==> src/rtl/i2c_prim_pkg.sv <==
package i2c_prim_pkg;

    localparam int unsigned BYTE_W  = 8;
    localparam int unsigned FRAME_W = BYTE_W + 1;

    typedef enum logic [1:0] {
        OP_START = 2'b00,
        OP_STOP  = 2'b01,
        OP_WRITE = 2'b10,
        OP_READ  = 2'b11
    } i2c_op_e;

    typedef enum logic [3:0] {
        PH_IDLE,
        PH_SA_REL,
        PH_SA_RISE,
        PH_SA_HIGH,
        PH_SA_FALL,
        PH_SA_LOW,
        PH_SP_LOW,
        PH_SP_RISE,
        PH_SP_HIGH,
        PH_SP_REL,
        PH_BT_LOW,
        PH_BT_SET,
        PH_BT_RISE,
        PH_BT_HIGH,
        PH_BT_END
    } phase_e;

    typedef struct packed {
        logic scl_pull;
        logic sda_pull;
    } line_drv_t;

    // Released-level frame to shift out: a 1 bit means "release SDA".
    function automatic logic [FRAME_W-1:0] frame_for(
        input i2c_op_e          op,
        input logic [BYTE_W-1:0] data,
        input logic             ack
    );
        if (op == OP_WRITE) begin
            return {data, 1'b1};
        end
        return {{BYTE_W{1'b1}}, ~ack};
    endfunction

endpackage

==> src/rtl/i2c_line_sync.sv <==
module i2c_line_sync #(
    parameter int unsigned LINES  = 2,
    parameter int unsigned STAGES = 2
) (
    input  logic             clk,
    input  logic             rst,
    input  logic [LINES-1:0] line_in,
    output logic [LINES-1:0] line_out
);

    genvar g;
    generate
        for (g = 0; g < LINES; g++) begin : g_line
            logic [STAGES-1:0] chain;
            always_ff @(posedge clk) begin
                if (rst) begin
                    chain <= '1;
                end else begin
                    chain <= {chain[STAGES-2:0], line_in[g]};
                end
            end
            assign line_out[g] = chain[STAGES-1];
        end
    endgenerate

endmodule

==> src/rtl/i2c_phase_timer.sv <==
module i2c_phase_timer #(
    parameter int unsigned CNT_W = 8
) (
    input  logic             clk,
    input  logic             rst,
    input  logic             load,
    input  logic [CNT_W-1:0] load_val,
    output logic             expired
);

    logic [CNT_W-1:0] cnt_q;

    always_ff @(posedge clk) begin
        if (rst) begin
            cnt_q <= '0;
        end else if (load) begin
            cnt_q <= load_val;
        end else if (cnt_q != '0) begin
            cnt_q <= cnt_q - 1'b1;
        end
    end

    assign expired = (cnt_q == '0);

endmodule

==> src/rtl/i2c_frame_shift.sv <==
module i2c_frame_shift #(
    parameter int unsigned W = 9
) (
    input  logic         clk,
    input  logic         rst,
    input  logic         load,
    input  logic [W-1:0] load_val,
    input  logic         shift,
    input  logic         bit_in,
    output logic         tx_bit,
    output logic [W-1:0] word
);

    logic [W-1:0] sh_q;

    always_ff @(posedge clk) begin
        if (rst) begin
            sh_q <= '1;
        end else if (load) begin
            sh_q <= load_val;
        end else if (shift) begin
            sh_q <= {sh_q[W-2:0], bit_in};
        end
    end

    assign tx_bit = sh_q[W-1];
    assign word   = sh_q;

endmodule

==> src/rtl/i2c_prim_master.sv <==
module i2c_prim_master
    import i2c_prim_pkg::*;
#(
    parameter int unsigned HALF_CYC    = 250,
    parameter int unsigned SYNC_STAGES = 2
) (
    input  logic              clk,
    input  logic              rst,
    input  logic              cmd_valid,
    input  logic [1:0]        cmd_op,
    input  logic [BYTE_W-1:0] cmd_wdata,
    input  logic              cmd_ack,
    output logic              busy,
    output logic              done,
    output logic [BYTE_W-1:0] rx_data,
    output logic              rx_nack,
    input  logic              scl_i,
    input  logic              sda_i,
    output logic              scl_pull,
    output logic              sda_pull
);

    localparam int unsigned QTR_CYC = HALF_CYC / 2;
    localparam int unsigned CNT_W   = $clog2(HALF_CYC + 1);
    localparam int unsigned BIT_W   = $clog2(FRAME_W + 1);

    localparam logic [CNT_W-1:0] LD_HALF = CNT_W'(HALF_CYC - 1);
    localparam logic [CNT_W-1:0] LD_QTR  = CNT_W'(QTR_CYC - 1);
    localparam logic [CNT_W-1:0] LD_SET  = CNT_W'(HALF_CYC - QTR_CYC - 1);
    localparam logic [BIT_W-1:0] LAST_BIT = BIT_W'(FRAME_W - 1);

    // Synchronized line levels
    logic [1:0] lines_s;
    logic       scl_s;
    logic       sda_s;

    i2c_line_sync #(
        .LINES  (2),
        .STAGES (SYNC_STAGES)
    ) u_sync (
        .clk      (clk),
        .rst      (rst),
        .line_in  ({scl_i, sda_i}),
        .line_out (lines_s)
    );

    assign scl_s = lines_s[1];
    assign sda_s = lines_s[0];

    // Phase timer
    logic             tmr_load;
    logic [CNT_W-1:0] tmr_val;
    logic             tmr_exp;

    i2c_phase_timer #(
        .CNT_W (CNT_W)
    ) u_timer (
        .clk      (clk),
        .rst      (rst),
        .load     (tmr_load),
        .load_val (tmr_val),
        .expired  (tmr_exp)
    );

    // Shared transmit / receive frame register
    logic               sh_load;
    logic               sh_shift;
    logic               tx_bit;
    logic [FRAME_W-1:0] frame_word;
    logic [FRAME_W-1:0] frame_init;

    assign frame_init = frame_for(i2c_op_e'(cmd_op), cmd_wdata, cmd_ack);

    i2c_frame_shift #(
        .W (FRAME_W)
    ) u_shift (
        .clk      (clk),
        .rst      (rst),
        .load     (sh_load),
        .load_val (frame_init),
        .shift    (sh_shift),
        .bit_in   (sda_s),
        .tx_bit   (tx_bit),
        .word     (frame_word)
    );

    // Sequencer state
    phase_e           ph_q, ph_n;
    i2c_op_e          op_q;
    logic [BIT_W-1:0] bit_q;
    logic             accept;
    logic             bit_clr;
    logic             bit_inc;
    logic             fin;
    line_drv_t        drv_q, drv_n;
    logic             done_q;
    logic [BYTE_W-1:0] rx_data_q;
    logic             rx_nack_q;

    always_comb begin
        ph_n     = ph_q;
        tmr_load = 1'b0;
        tmr_val  = '0;
        sh_load  = 1'b0;
        sh_shift = 1'b0;
        accept   = 1'b0;
        bit_clr  = 1'b0;
        bit_inc  = 1'b0;
        fin      = 1'b0;
        unique case (ph_q)
            PH_IDLE: begin
                if (cmd_valid) begin
                    accept   = 1'b1;
                    tmr_load = 1'b1;
                    unique case (i2c_op_e'(cmd_op))
                        OP_START: begin
                            ph_n    = PH_SA_REL;
                            tmr_val = LD_HALF;
                        end
                        OP_STOP: begin
                            ph_n    = PH_SP_LOW;
                            tmr_val = LD_HALF;
                        end
                        default: begin
                            ph_n    = PH_BT_LOW;
                            tmr_val = LD_QTR;
                            sh_load = 1'b1;
                            bit_clr = 1'b1;
                        end
                    endcase
                end
            end
            PH_SA_REL: begin
                if (tmr_exp) ph_n = PH_SA_RISE;
            end
            PH_SA_RISE: begin
                if (scl_s) begin
                    ph_n     = PH_SA_HIGH;
                    tmr_load = 1'b1;
                    tmr_val  = LD_HALF;
                end
            end
            PH_SA_HIGH: begin
                if (tmr_exp) begin
                    ph_n     = PH_SA_FALL;
                    tmr_load = 1'b1;
                    tmr_val  = LD_HALF;
                end
            end
            PH_SA_FALL: begin
                if (tmr_exp) begin
                    ph_n     = PH_SA_LOW;
                    tmr_load = 1'b1;
                    tmr_val  = LD_HALF;
                end
            end
            PH_SA_LOW: begin
                if (tmr_exp) begin
                    ph_n = PH_IDLE;
                    fin  = 1'b1;
                end
            end
            PH_SP_LOW: begin
                if (tmr_exp) ph_n = PH_SP_RISE;
            end
            PH_SP_RISE: begin
                if (scl_s) begin
                    ph_n     = PH_SP_HIGH;
                    tmr_load = 1'b1;
                    tmr_val  = LD_HALF;
                end
            end
            PH_SP_HIGH: begin
                if (tmr_exp) begin
                    ph_n     = PH_SP_REL;
                    tmr_load = 1'b1;
                    tmr_val  = LD_HALF;
                end
            end
            PH_SP_REL: begin
                if (tmr_exp) begin
                    ph_n = PH_IDLE;
                    fin  = 1'b1;
                end
            end
            PH_BT_LOW: begin
                if (tmr_exp) begin
                    ph_n     = PH_BT_SET;
                    tmr_load = 1'b1;
                    tmr_val  = LD_SET;
                end
            end
            PH_BT_SET: begin
                if (tmr_exp) ph_n = PH_BT_RISE;
            end
            PH_BT_RISE: begin
                if (scl_s) begin
                    ph_n     = PH_BT_HIGH;
                    tmr_load = 1'b1;
                    tmr_val  = LD_HALF;
                end
            end
            PH_BT_HIGH: begin
                if (tmr_exp) begin
                    sh_shift = 1'b1;
                    tmr_load = 1'b1;
                    tmr_val  = LD_QTR;
                    if (bit_q == LAST_BIT) begin
                        ph_n = PH_BT_END;
                    end else begin
                        ph_n    = PH_BT_LOW;
                        bit_inc = 1'b1;
                    end
                end
            end
            PH_BT_END: begin
                if (tmr_exp) begin
                    ph_n = PH_IDLE;
                    fin  = 1'b1;
                end
            end
            default: ph_n = PH_IDLE;
        endcase
    end

    // Line drive decided from the phase being entered
    always_comb begin
        drv_n = drv_q;
        unique case (ph_n)
            PH_SA_REL:  drv_n.sda_pull = 1'b0;
            PH_SA_RISE,
            PH_SA_HIGH: drv_n = '{scl_pull: 1'b0, sda_pull: 1'b0};
            PH_SA_FALL: drv_n = '{scl_pull: 1'b0, sda_pull: 1'b1};
            PH_SA_LOW:  drv_n = '{scl_pull: 1'b1, sda_pull: 1'b1};
            PH_SP_LOW:  drv_n.sda_pull = 1'b1;
            PH_SP_RISE,
            PH_SP_HIGH: drv_n = '{scl_pull: 1'b0, sda_pull: 1'b1};
            PH_SP_REL:  drv_n = '{scl_pull: 1'b0, sda_pull: 1'b0};
            PH_BT_LOW:  drv_n.scl_pull = 1'b1;
            PH_BT_SET:  drv_n = '{scl_pull: 1'b1, sda_pull: ~tx_bit};
            PH_BT_RISE,
            PH_BT_HIGH: drv_n.scl_pull = 1'b0;
            PH_BT_END:  drv_n.scl_pull = 1'b1;
            default:    drv_n = drv_q;
        endcase
    end

    always_ff @(posedge clk) begin
        if (rst) begin
            ph_q      <= PH_IDLE;
            op_q      <= OP_START;
            bit_q     <= '0;
            drv_q     <= '{scl_pull: 1'b0, sda_pull: 1'b0};
            done_q    <= 1'b0;
            rx_data_q <= '0;
            rx_nack_q <= 1'b0;
        end else begin
            ph_q   <= ph_n;
            drv_q  <= drv_n;
            done_q <= fin;
            if (accept) begin
                op_q <= i2c_op_e'(cmd_op);
            end
            if (bit_clr) begin
                bit_q <= '0;
            end else if (bit_inc) begin
                bit_q <= bit_q + 1'b1;
            end
            if (fin && op_q == OP_READ) begin
                rx_data_q <= frame_word[FRAME_W-1:1];
            end
            if (fin && op_q == OP_WRITE) begin
                rx_nack_q <= frame_word[0];
            end
        end
    end

    assign busy     = (ph_q != PH_IDLE);
    assign done     = done_q;
    assign rx_data  = rx_data_q;
    assign rx_nack  = rx_nack_q;
    assign scl_pull = drv_q.scl_pull;
    assign sda_pull = drv_q.sda_pull;

endmodule

==> config.mk <==
export PLATFORM = sky130hd
export DESIGN_NAME = i2c_prim_master
export DESIGN_NICKNAME = d
export VERILOG_FILES = /design/src/rtl/i2c_prim_pkg.sv /design/src/rtl/i2c_line_sync.sv /design/src/rtl/i2c_phase_timer.sv /design/src/rtl/i2c_frame_shift.sv /design/src/rtl/i2c_prim_master.sv
export SDC_FILE = /design/constraint.sdc
export NUM_CORES = 1
export LEC_CHECK = 0
export BUFFER_PORTS_ARGS = -buffer_cell sky130_fd_sc_hd__buf_2
export CAP_MARGIN = 20
export CORE_ASPECT_RATIO = 0.6
export CORE_MARGIN = 2
export CORE_UTILIZATION = 32
export CTS_BUF_LIST = sky130_fd_sc_hd__clkbuf_8
export DETAILED_ROUTE_END_ITERATION = 8
export HOLD_SLACK_MARGIN = 0.05
export SYNTH_ARGS = -nofsm -noshare
export SYNTH_HDL_FRONTEND = slang
export SYNTH_HIERARCHICAL = 1
export SYNTH_SLANG_ARGS = --single-unit
export TNS_END_PERCENT = 10
==> constraint.sdc <==
create_clock -name clk -period 3.5 [get_ports clk]
set_input_delay 0.7 -clock clk [delete_from_list [all_inputs] [get_ports clk]]
set_output_delay 0.7 -clock clk [all_outputs]
set_load 0.01 [all_outputs]
## Word level (Yosys, flattened, before mapping)

Index checks and enable logic that the tools add are counted.

| operators by class | value |
|---|---|
| order comparisons | 0 |
| add/subtract/negate cells | 2 |
| equal/unequal tests | 33 |
| multiplexer cells | 44 |
| reductions and logical operators | 22 |
| bitwise logic cells | 2 |
| multipliers | 0 |
| divide/modulo/power cells | 0 |
| shift-type cells | 0 |

Operators with widths:

| cell | number |
|---|---|
| 4-bit equality test (second input constant) | 15 |
| 4-bit 2-to-1 mux | 13 |
| 4-bit case mux with 13 select lines | 1 |
| 8-bit 2-to-1 mux | 6 |
| 9-bit 2-to-1 mux | 4 |
| 4-bit by 3-bit equality test with 1-bit output (second input constant) | 8 |
| 8-bit case mux with 4 select lines | 1 |
| 4-bit by 2-bit equality test with 1-bit output (second input constant) | 4 |
| 1-bit 2-to-1 mux | 13 |
| 5-bit OR reduction | 2 |
| 3-bit OR reduction | 3 |
| 4-bit by 1-bit equality test with 1-bit output (second input constant) | 2 |
| 8-bit logical NOT | 1 |
| 4-bit case mux with 2 select lines | 1 |
| 8-bit nonzero test | 1 |
| 4-bit OR reduction | 2 |
| 8-bit OR reduction | 1 |
| 8-bit by 1-bit subtractor with 8-bit output (second input constant) | 1 |
| 7-bit 2-to-1 mux | 1 |
| 2-bit equality test (second input constant) | 3 |
| 1-bit case mux with 3 select lines | 2 |
| 2-bit nonzero test | 3 |
| 2-bit OR reduction | 3 |
| 4-bit by 1-bit adder with 4-bit output (second input constant) | 1 |
| 9 further kinds | 11 |

| storage, ports and cells | value |
|---|---|
| bits in writable memories | 0 |
| memories kept | 0 |
| output and inout bits | 13 |
| bits in latches | 0 |
| input port bits | 16 |
| register bits | 43 |
| word-level logic and storage cells | 115 |
| memory bits (read-only) | 0 |

## Logic depth before layout (Yosys ltp)

Gate-level depths: netlist of run 1.

| logic depth | value |
|---|---|
| depth after elaboration | 7 |
| depth in mapped cells | 11 |
| depth with buffers taken out | 9 |

## Hierarchy

The synthesis of run 1 kept the hierarchy.

Modules (own cells, without submodules):

| module | times used | cells an instance | seq. area each (µm²) | area an instance (µm²) |
|---|---|---|---|---|
| i2c_prim_master | 1 | 180 | 440.4 | 1462.7 |
| i2c_phase_timer | 1 | 53 | 160.2 | 475.5 |
| i2c_frame_shift | 1 | 41 | 180.2 | 422.9 |
| i2c_line_sync | 1 | 10 | 80.1 | 120.1 |

## Worst setup path after synthesis of run 1

OpenSTA, ideal clock, no wires.

| timing path | value |
|---|---|
| path kind | register -> register |
| from | reg u_timer.cnt_q[3] |
| to | reg drv_q, in the netlist sda_pull |
| period minus slack after synthesis | 2.525 ns |
| data arrival time | 2.441 ns |
| setup time | 0.084 ns |
| setup slack | 0.975 ns |
| stages on the path, launching flop included | 11 |
| buffers on the path | 2 |
| data required time | 3.416 ns |
| cell sequence | dfxtp_1 > nor4_4 > and4bb_1 > buf_6 > buf_4 > or2b_1 > o21ai_0 > a2111o_1 > or3b_1 > a211o_1 > o31ai_2 |

| between the ends | value |
|---|---|
| longest elaborated chain between the ends | 6 |
| elaborated cells on any way between the ends | 25 |
| those cells by class | eq/ne (10); mux (11); reduce/logical (4) |

Ends and longest elaborated chain:

| element | line | source |
|---|---|---|
| from (decl) | i2c_phase_timer.sv:11 | `logic [CNT_W-1:0] cnt_q;` |
| from (signal assigned) | i2c_phase_timer.sv:17 | `cnt_q <= load_val;` |
| from (signal assigned) | i2c_phase_timer.sv:19 | `cnt_q <= cnt_q - 1'b1;` |
| 8-bit logical NOT (*) | i2c_phase_timer.sv:23 | `assign expired = (cnt_q == '0);` |
| via tmr_exp | i2c_prim_master.sv:53 | `logic tmr_exp;` |
| 4-bit 2-to-1 mux (tied with other cells) | i2c_prim_master.sv:158, i2c_prim_master.sv:181, i2c_prim_master.sv:217 |  |
| 4-bit case mux with 13 select lines (*) | i2c_prim_master.sv:110 | `unique case (ph_q)` |
| 4-bit by 3-bit equality test with 1-bit output (tied with other cells) | i2c_prim_master.sv:229 | `unique case (ph_n)` |
| 5-bit OR reduction (no line) or 4-bit OR reduction (tied branches) | n/a |  |
| 1-bit case mux with 3 select lines or 3-bit nonzero test (tied branches) | n/a |  |
| to (signal assigned) | i2c_prim_master.sv:253 | `drv_q <= '{scl_pull: 1'b0, sda_pull: 1'b0};` |
| to (signal assigned) | i2c_prim_master.sv:259 | `drv_q <= drv_n;` |
| to (decl) | i2c_prim_master.sv:95 | `line_drv_t drv_q, drv_n;` |

The timed path passes the listed nets; every way through them passes the cells marked *.
A chain may end at the register's enable or synchronous reset.

## Worst setup path in the final report of run 1

| timing path | value |
|---|---|
| from | reg u_timer.cnt_q[0] |
| to | reg drv_q, in the netlist sda_pull |

The elaborated chain is that of the path after synthesis.

==> metrics.txt, run 1 <==
status finished, final reports clean; Hold Path Sink u_sync/g_line[0].chain[1]; R2R depth 10; Fillers 788; initial antenna violation count 0; core area 7390 um^2; largest net degree at the start of global routing approximately 50; register area share after synthesis 0.347; Initial Utilization 0.336; RSZ-0062 raised after global routing no; count leader, synth dfxtp_1; share of the synthesized area in the top cell type 0.347; Crit path arrival time 2910 ps; setup tns final 0 ps; Max clock buf depth 2; vias in the first global route 1951; clk slew on worst S/H paths 100 ps; io pins 29; clock skew 12.1 ps; global-route usage over all layers 0.139; Required @ worst endpoint ~3700 ps; largest cells by area after synthesis dfxtp_1 35%, mux2i_1 8.5%, nor2_1 4.1%; Final ANT Viol Nets 0; GRT overflow 0; crit path launch type flop; P per Cell Area 708 nW/um^2; endpoint class of the critical path flop; Layout Nets 321; R2R Path End sda_pull; CP max-delay cell a2111o_1; routed len/inst 14.1 um; RD Place Congestion 0.868; cell taking the most area after synthesis dfxtp_1; maximum vdd drop between 0.0002 and 0.00025 V; R2R setup slack 810 ps; leakage 1.07 nW; Final Slew Violations 0; Final period util 0.769; ant diodes 0; via count 2105; hold_buf cts 0; shortest period the worst path allows 2690 ps; HP Class flop to flop; critical path's top delay family compound AO/OA/AOI/OAI gates; Slew headroom 0.382; crit path cell chain inv_1 > ha_1 > and4bb_1 > buf_4 > nand3b_1 > a31oi_1 > a2111o_1 > or3b_1 > a211o_1 > o31ai_2; Fin. Hold Viols 0; Buf+Inv Stages, Crit Path 2; max incr delay on CP 460 ps; Final setup viols 0; Max FO, Critical Path 15; Worst Tran Pin Value 924 ps; Design Power 1.96 mW; DRC viols 0; fmax around 0.37 GHz; clk sink count 43; Async SR Flop Fraction 0; synthesis-to-finish area growth 11.3%; worst setup path class flop to flop; hold_sp u_sync/g_line[0].chain[0]; MaxCap Viol Count 0; Synth Register Bits between 40 and 50; Port Buf Inserts 28; Mapped Nets 303; die area 8500 um^2; top post-synthesis cells by count 43 x dfxtp_1, 27 x nor2_1, 21 x mux2i_1; layout cell share with drive strength beyond 1 0.185; EDFF count, synth 0; worst r2r src u_timer/cnt_q[0]; clk_lat worst skew ~300 ps; drt pass-1 iters 5; Post-CTS Setup Bufs 0; TritonCTS clock tree done; yosys warns 6; Worst Hold Depth 1; first-pass GRT wire length 9650 um; gate count of the mapped netlist 284; Post-Syn Area roughly 2500 um^2; Syn Area/Cell 8.74 um^2; most used flip-flop cell after synthesis dfxtp_1; H-Tree Depth 2; Die H 72.2 um; DP HPWL 4110 um; Cell variety after synth 64; row cnt 24; DRT iter0 DRCs 178; WL final 5740 um; Resized Gates After CTS 0; Num CTS Buffers 5; Die W 118 um; clk root buf clkbuf_8; vias per cell 5.17
## how the worst max path moves through the flow
stage                          start                to  cells after the start
floorplan           u_timer/cnt_q[3]          sda_pull                     10
global placement    u_timer/cnt_q[3]          sda_pull                      8
detailed placement  u_timer/cnt_q[0]          sda_pull                     10
CTS                 u_timer/cnt_q[0]          sda_pull                     10
global route                 ph_q[0]  u_timer/cnt_q[5]                      6
finish              u_timer/cnt_q[0]          sda_pull                     10
## layout by cell type, fill, tap and decap left out, drive strengths merged, types with 4 or more instances in the layout
master and n:
or2 5, a31oi 4, nor2b 4, dfxtp 43, mux2i 21, nor2 29
nor3b 11, nand2 18, o21ai 6, nand3b 5, nand2b 13, a21oi 19
clkbuf 5, o32ai 5, nor3 13, buf 32, nand4b 4, inv 12
xnor2 5
## through the flow
stage	cells	utilization	area, um^2	setup WS [ps]	hold slack [ps]
2_1_floorplan	284	-	2480	975	383
6_report	407	0.374	2760	808	415
5_1_grt	407	0.374	2760	543	436
3_3_place_gp	399	0.358	2650	930	385
3_5_place_dp	399	0.358	2650	874	395
4_1_cts	407	0.374	2760	845	418
## per-layer routing
metal | global-route usage | vias up | wire (um)
li1 | - | 1038 | -
met1 | 0.216 | 1004 | 3110
met2 | 0.194 | 61 | 2310
met3 | 0.0283 | 2 | 287
met4 | 0.0335 | 0 | 34
met5 | 0 | - | 0
## flip-flops by register name (all words and copies together) (netlist names), 2 cells and up
name and count:
u_shift/word 9, rx_data 8, u_timer/cnt_q 8, bit_q 4
ph_q 4, u_sync/g_line.chain 4, op_q 2
## cells by family (layout without fill, tap and decap cells)
kind of cell / count (synthesis) / in the layout / synth area share
flip-flops: 43 / 43 / 0.347
AND/OR/NAND/NOR: 121 / 121 / 0.299
AO/OA/AOI/OAI: 54 / 54 / 0.151
adder cells (fa/ha/maj): 3 / 3 / 0.0151
other: 1 / 1 / 0.00151
XOR/XNOR: 8 / 8 / 0.0282
multiplexers: 21 / 21 / 0.0847
buffers and inverters: 33 / 52 / 0.0731
## area by class of cell
cell class / instances / area [um^2] / area share
multi-input cells: 208 / 1440 / 0.521
flip-flops and latches: 43 / 861 / 0.312
repair buffers: 32 / 170 / 0.0616
well taps: 104 / 130 / 0.0471
clock buffers: 5 / 68.8 / 0.0249
clock inverters: 3 / 46.3 / 0.0168
inverters: 12 / 46.3 / 0.0168
## power by group
group / leakage (nW) / total (mW) / switching (mW) / internal (mW)
Sequential: 0.351 / 0.696 / 0.131 / 0.565
Combinational: 0.666 / 0.860 / 0.483 / 0.377
Clock: 0.0548 / 0.400 / 0.185 / 0.215
Total: 1.07 / 1.96 / 0.799 / 1.16
No activity file was read; power rests on OpenSTA's default activity.
==> run 2: changes to the inputs <==
==> constraint.sdc (replaced) <==
create_clock -name clk -period 2.2 [get_ports clk]
set_input_delay 0.44 -clock clk [delete_from_list [all_inputs] [get_ports clk]]
set_output_delay 0.44 -clock clk [all_outputs]
set_load 0.01 [all_outputs]
==> run 2 against run 1 <==
  * The flow now finishes with violations (setup timing)
  * Highest routed layer unchanged
  * Critical path type unchanged
  * Clock power rose by 59%
  * Register-to-register slack worse by 930 ps
  * Die area is the same
  * Largest power group unchanged
==> metrics.txt, run 2 (synthesis gave the netlist of run 1 again) <==
ant diodes 0; Die H 72.2 um; final hold slack 319 ps; core area 7390 um^2; Max FO, Critical Path 7; Final Util 0.417; fmax 0.430 GHz; layout cell share with drive strength beyond 1 0.295; WL final 5950 um; Fin. Hold Viols 0; Max clock buf depth 2; vias per cell 4.82; setup tns final -129 ps; initial antenna violation count 0; DRT iter0 DRCs 98; GRT overflow 0; Final Non-Filler Cells 443; Place WS -225 ps; Final Slew Violations 0; RSZ-0062 raised after global routing yes; clk slew on worst S/H paths around 80 ps; drt pass-1 iters 4; leakage 1.27 nW; crit path launch type flop; P per Cell Area between 1000 and 1500 nW/um^2; io pins 29; shortest period the worst path allows 2330 ps; row cnt 24; largest net degree at the start of global routing 18; Num CTS Buffers 5; HP Class input pin to flop; most frequent cells in the layout 40 x buf_4, 39 x dfxtp_1, 28 x buf_2; synthesis-to-finish area growth 24.2%; H-Tree Depth 2; RD Place Congestion 0.871; leading cell type in the layout, fill and taps excluded buf_4; worst setup path class flop to flop; Final setup viols 2; GRT busiest layer met1; Initial Utilization 0.336; routed len/inst about 13 um; Cell Count Post-Placement approximately 440; maximum vdd drop roughly 0.00033 V; status complete, but fails checks; via count 2135; Final Cell Area 3080 um^2; global-route usage over all layers 0.142; violated checks setup timing; clk sink count 43; die area 8500 um^2; Final ANT Viol Nets 0; max FFs per register 9; vias in the first global route 1939; clk root buf clkbuf_8; GR Util met3 0.0267; Crit path arrival time 2540 ps; DP HPWL 4620 um; met2 usage 0.201; clk_lat worst skew 300 ps; grt met1 use 0.218; placed cell areas 2920 um^2; Port Buf Inserts 28; MaxCap Viol Count 0; Final period util 1.06; Design Power 3.55 mW; TritonCTS clock tree done; Die W 118 um; DRC viols 0; first-pass GRT wire length 9640 um; Required @ worst endpoint approximately 2400 ps; Layout Nets 357; clock skew 12.1 ps; endpoint class of the critical path flop; final setup margin -125 ps
[run 2: cell types whose count changed in the layout (fill, tap and decap cells not counted), sizes merged]
cell / delta
buf: +36
clkbuf: +1
clkinv: +1
clkinvlp: -1
inv: -1
[run 2: worst paths after layout]
path | start | endpoint | slack, ps | cells after the start
worst max register to register | u_timer/cnt_q[3] | sda_pull | -130 | 8
worst max-delay path | u_timer/cnt_q[3] | sda_pull | -130 | 8
worst min register to register | u_sync/g_line[0].chain[0] | u_sync/g_line[0].chain[1] | 410 | 1
worst min-delay path | scl_i | u_sync/g_line[1].chain[0] | 320 | 2
[run 2: layer usage]
| metal | vias up | wire (um) |
|---|---|---|
| li1 | 1118 | - |
| met1 | 990 | 3390 |
| met2 | 23 | 2330 |
| met3 | 4 | 179 |
| met4 | 0 | 54 |
| met5 | - | 0 |
[run 2: critical path: stages, from the launching register on]
cell and delay (ps):
dfxtp_2 340, nor4_4 310, and4bb_4 350, or2b_1 140, o21ai_1 70, a2111o_1 380
or3b_1 380, a211o_1 240, o31ai_2 60
[run 2: power by group]
| group | internal [mW] | total [mW] | switching (mW) |
|---|---|---|---|
| clock | 0.367 | 0.637 | 0.269 |
| combinational | 0.920 | 1.88 | 0.957 |
| sequential | 0.904 | 1.03 | 0.128 |
| total | 2.19 | 3.55 | 1.35 |
[run 2: area by class of cell]
class                   count  area [um^2]
flip-flops and latches     43          866
inverters                  12         46.3
multi-input cells         208         1480
repair buffers             68          440
clock buffers               6         82.6
clock inverters             2         35.0
well taps                 104          130
fillers                   762         4310
[run 2: repair_timing]
item	4_1_cts	5_1_grt
endpoints found under the setup margin	5	9
setup buffers	0	0
hold buffers	0	0
pin swaps	2	4
resized for setup	4	10
gates cloned	0	0
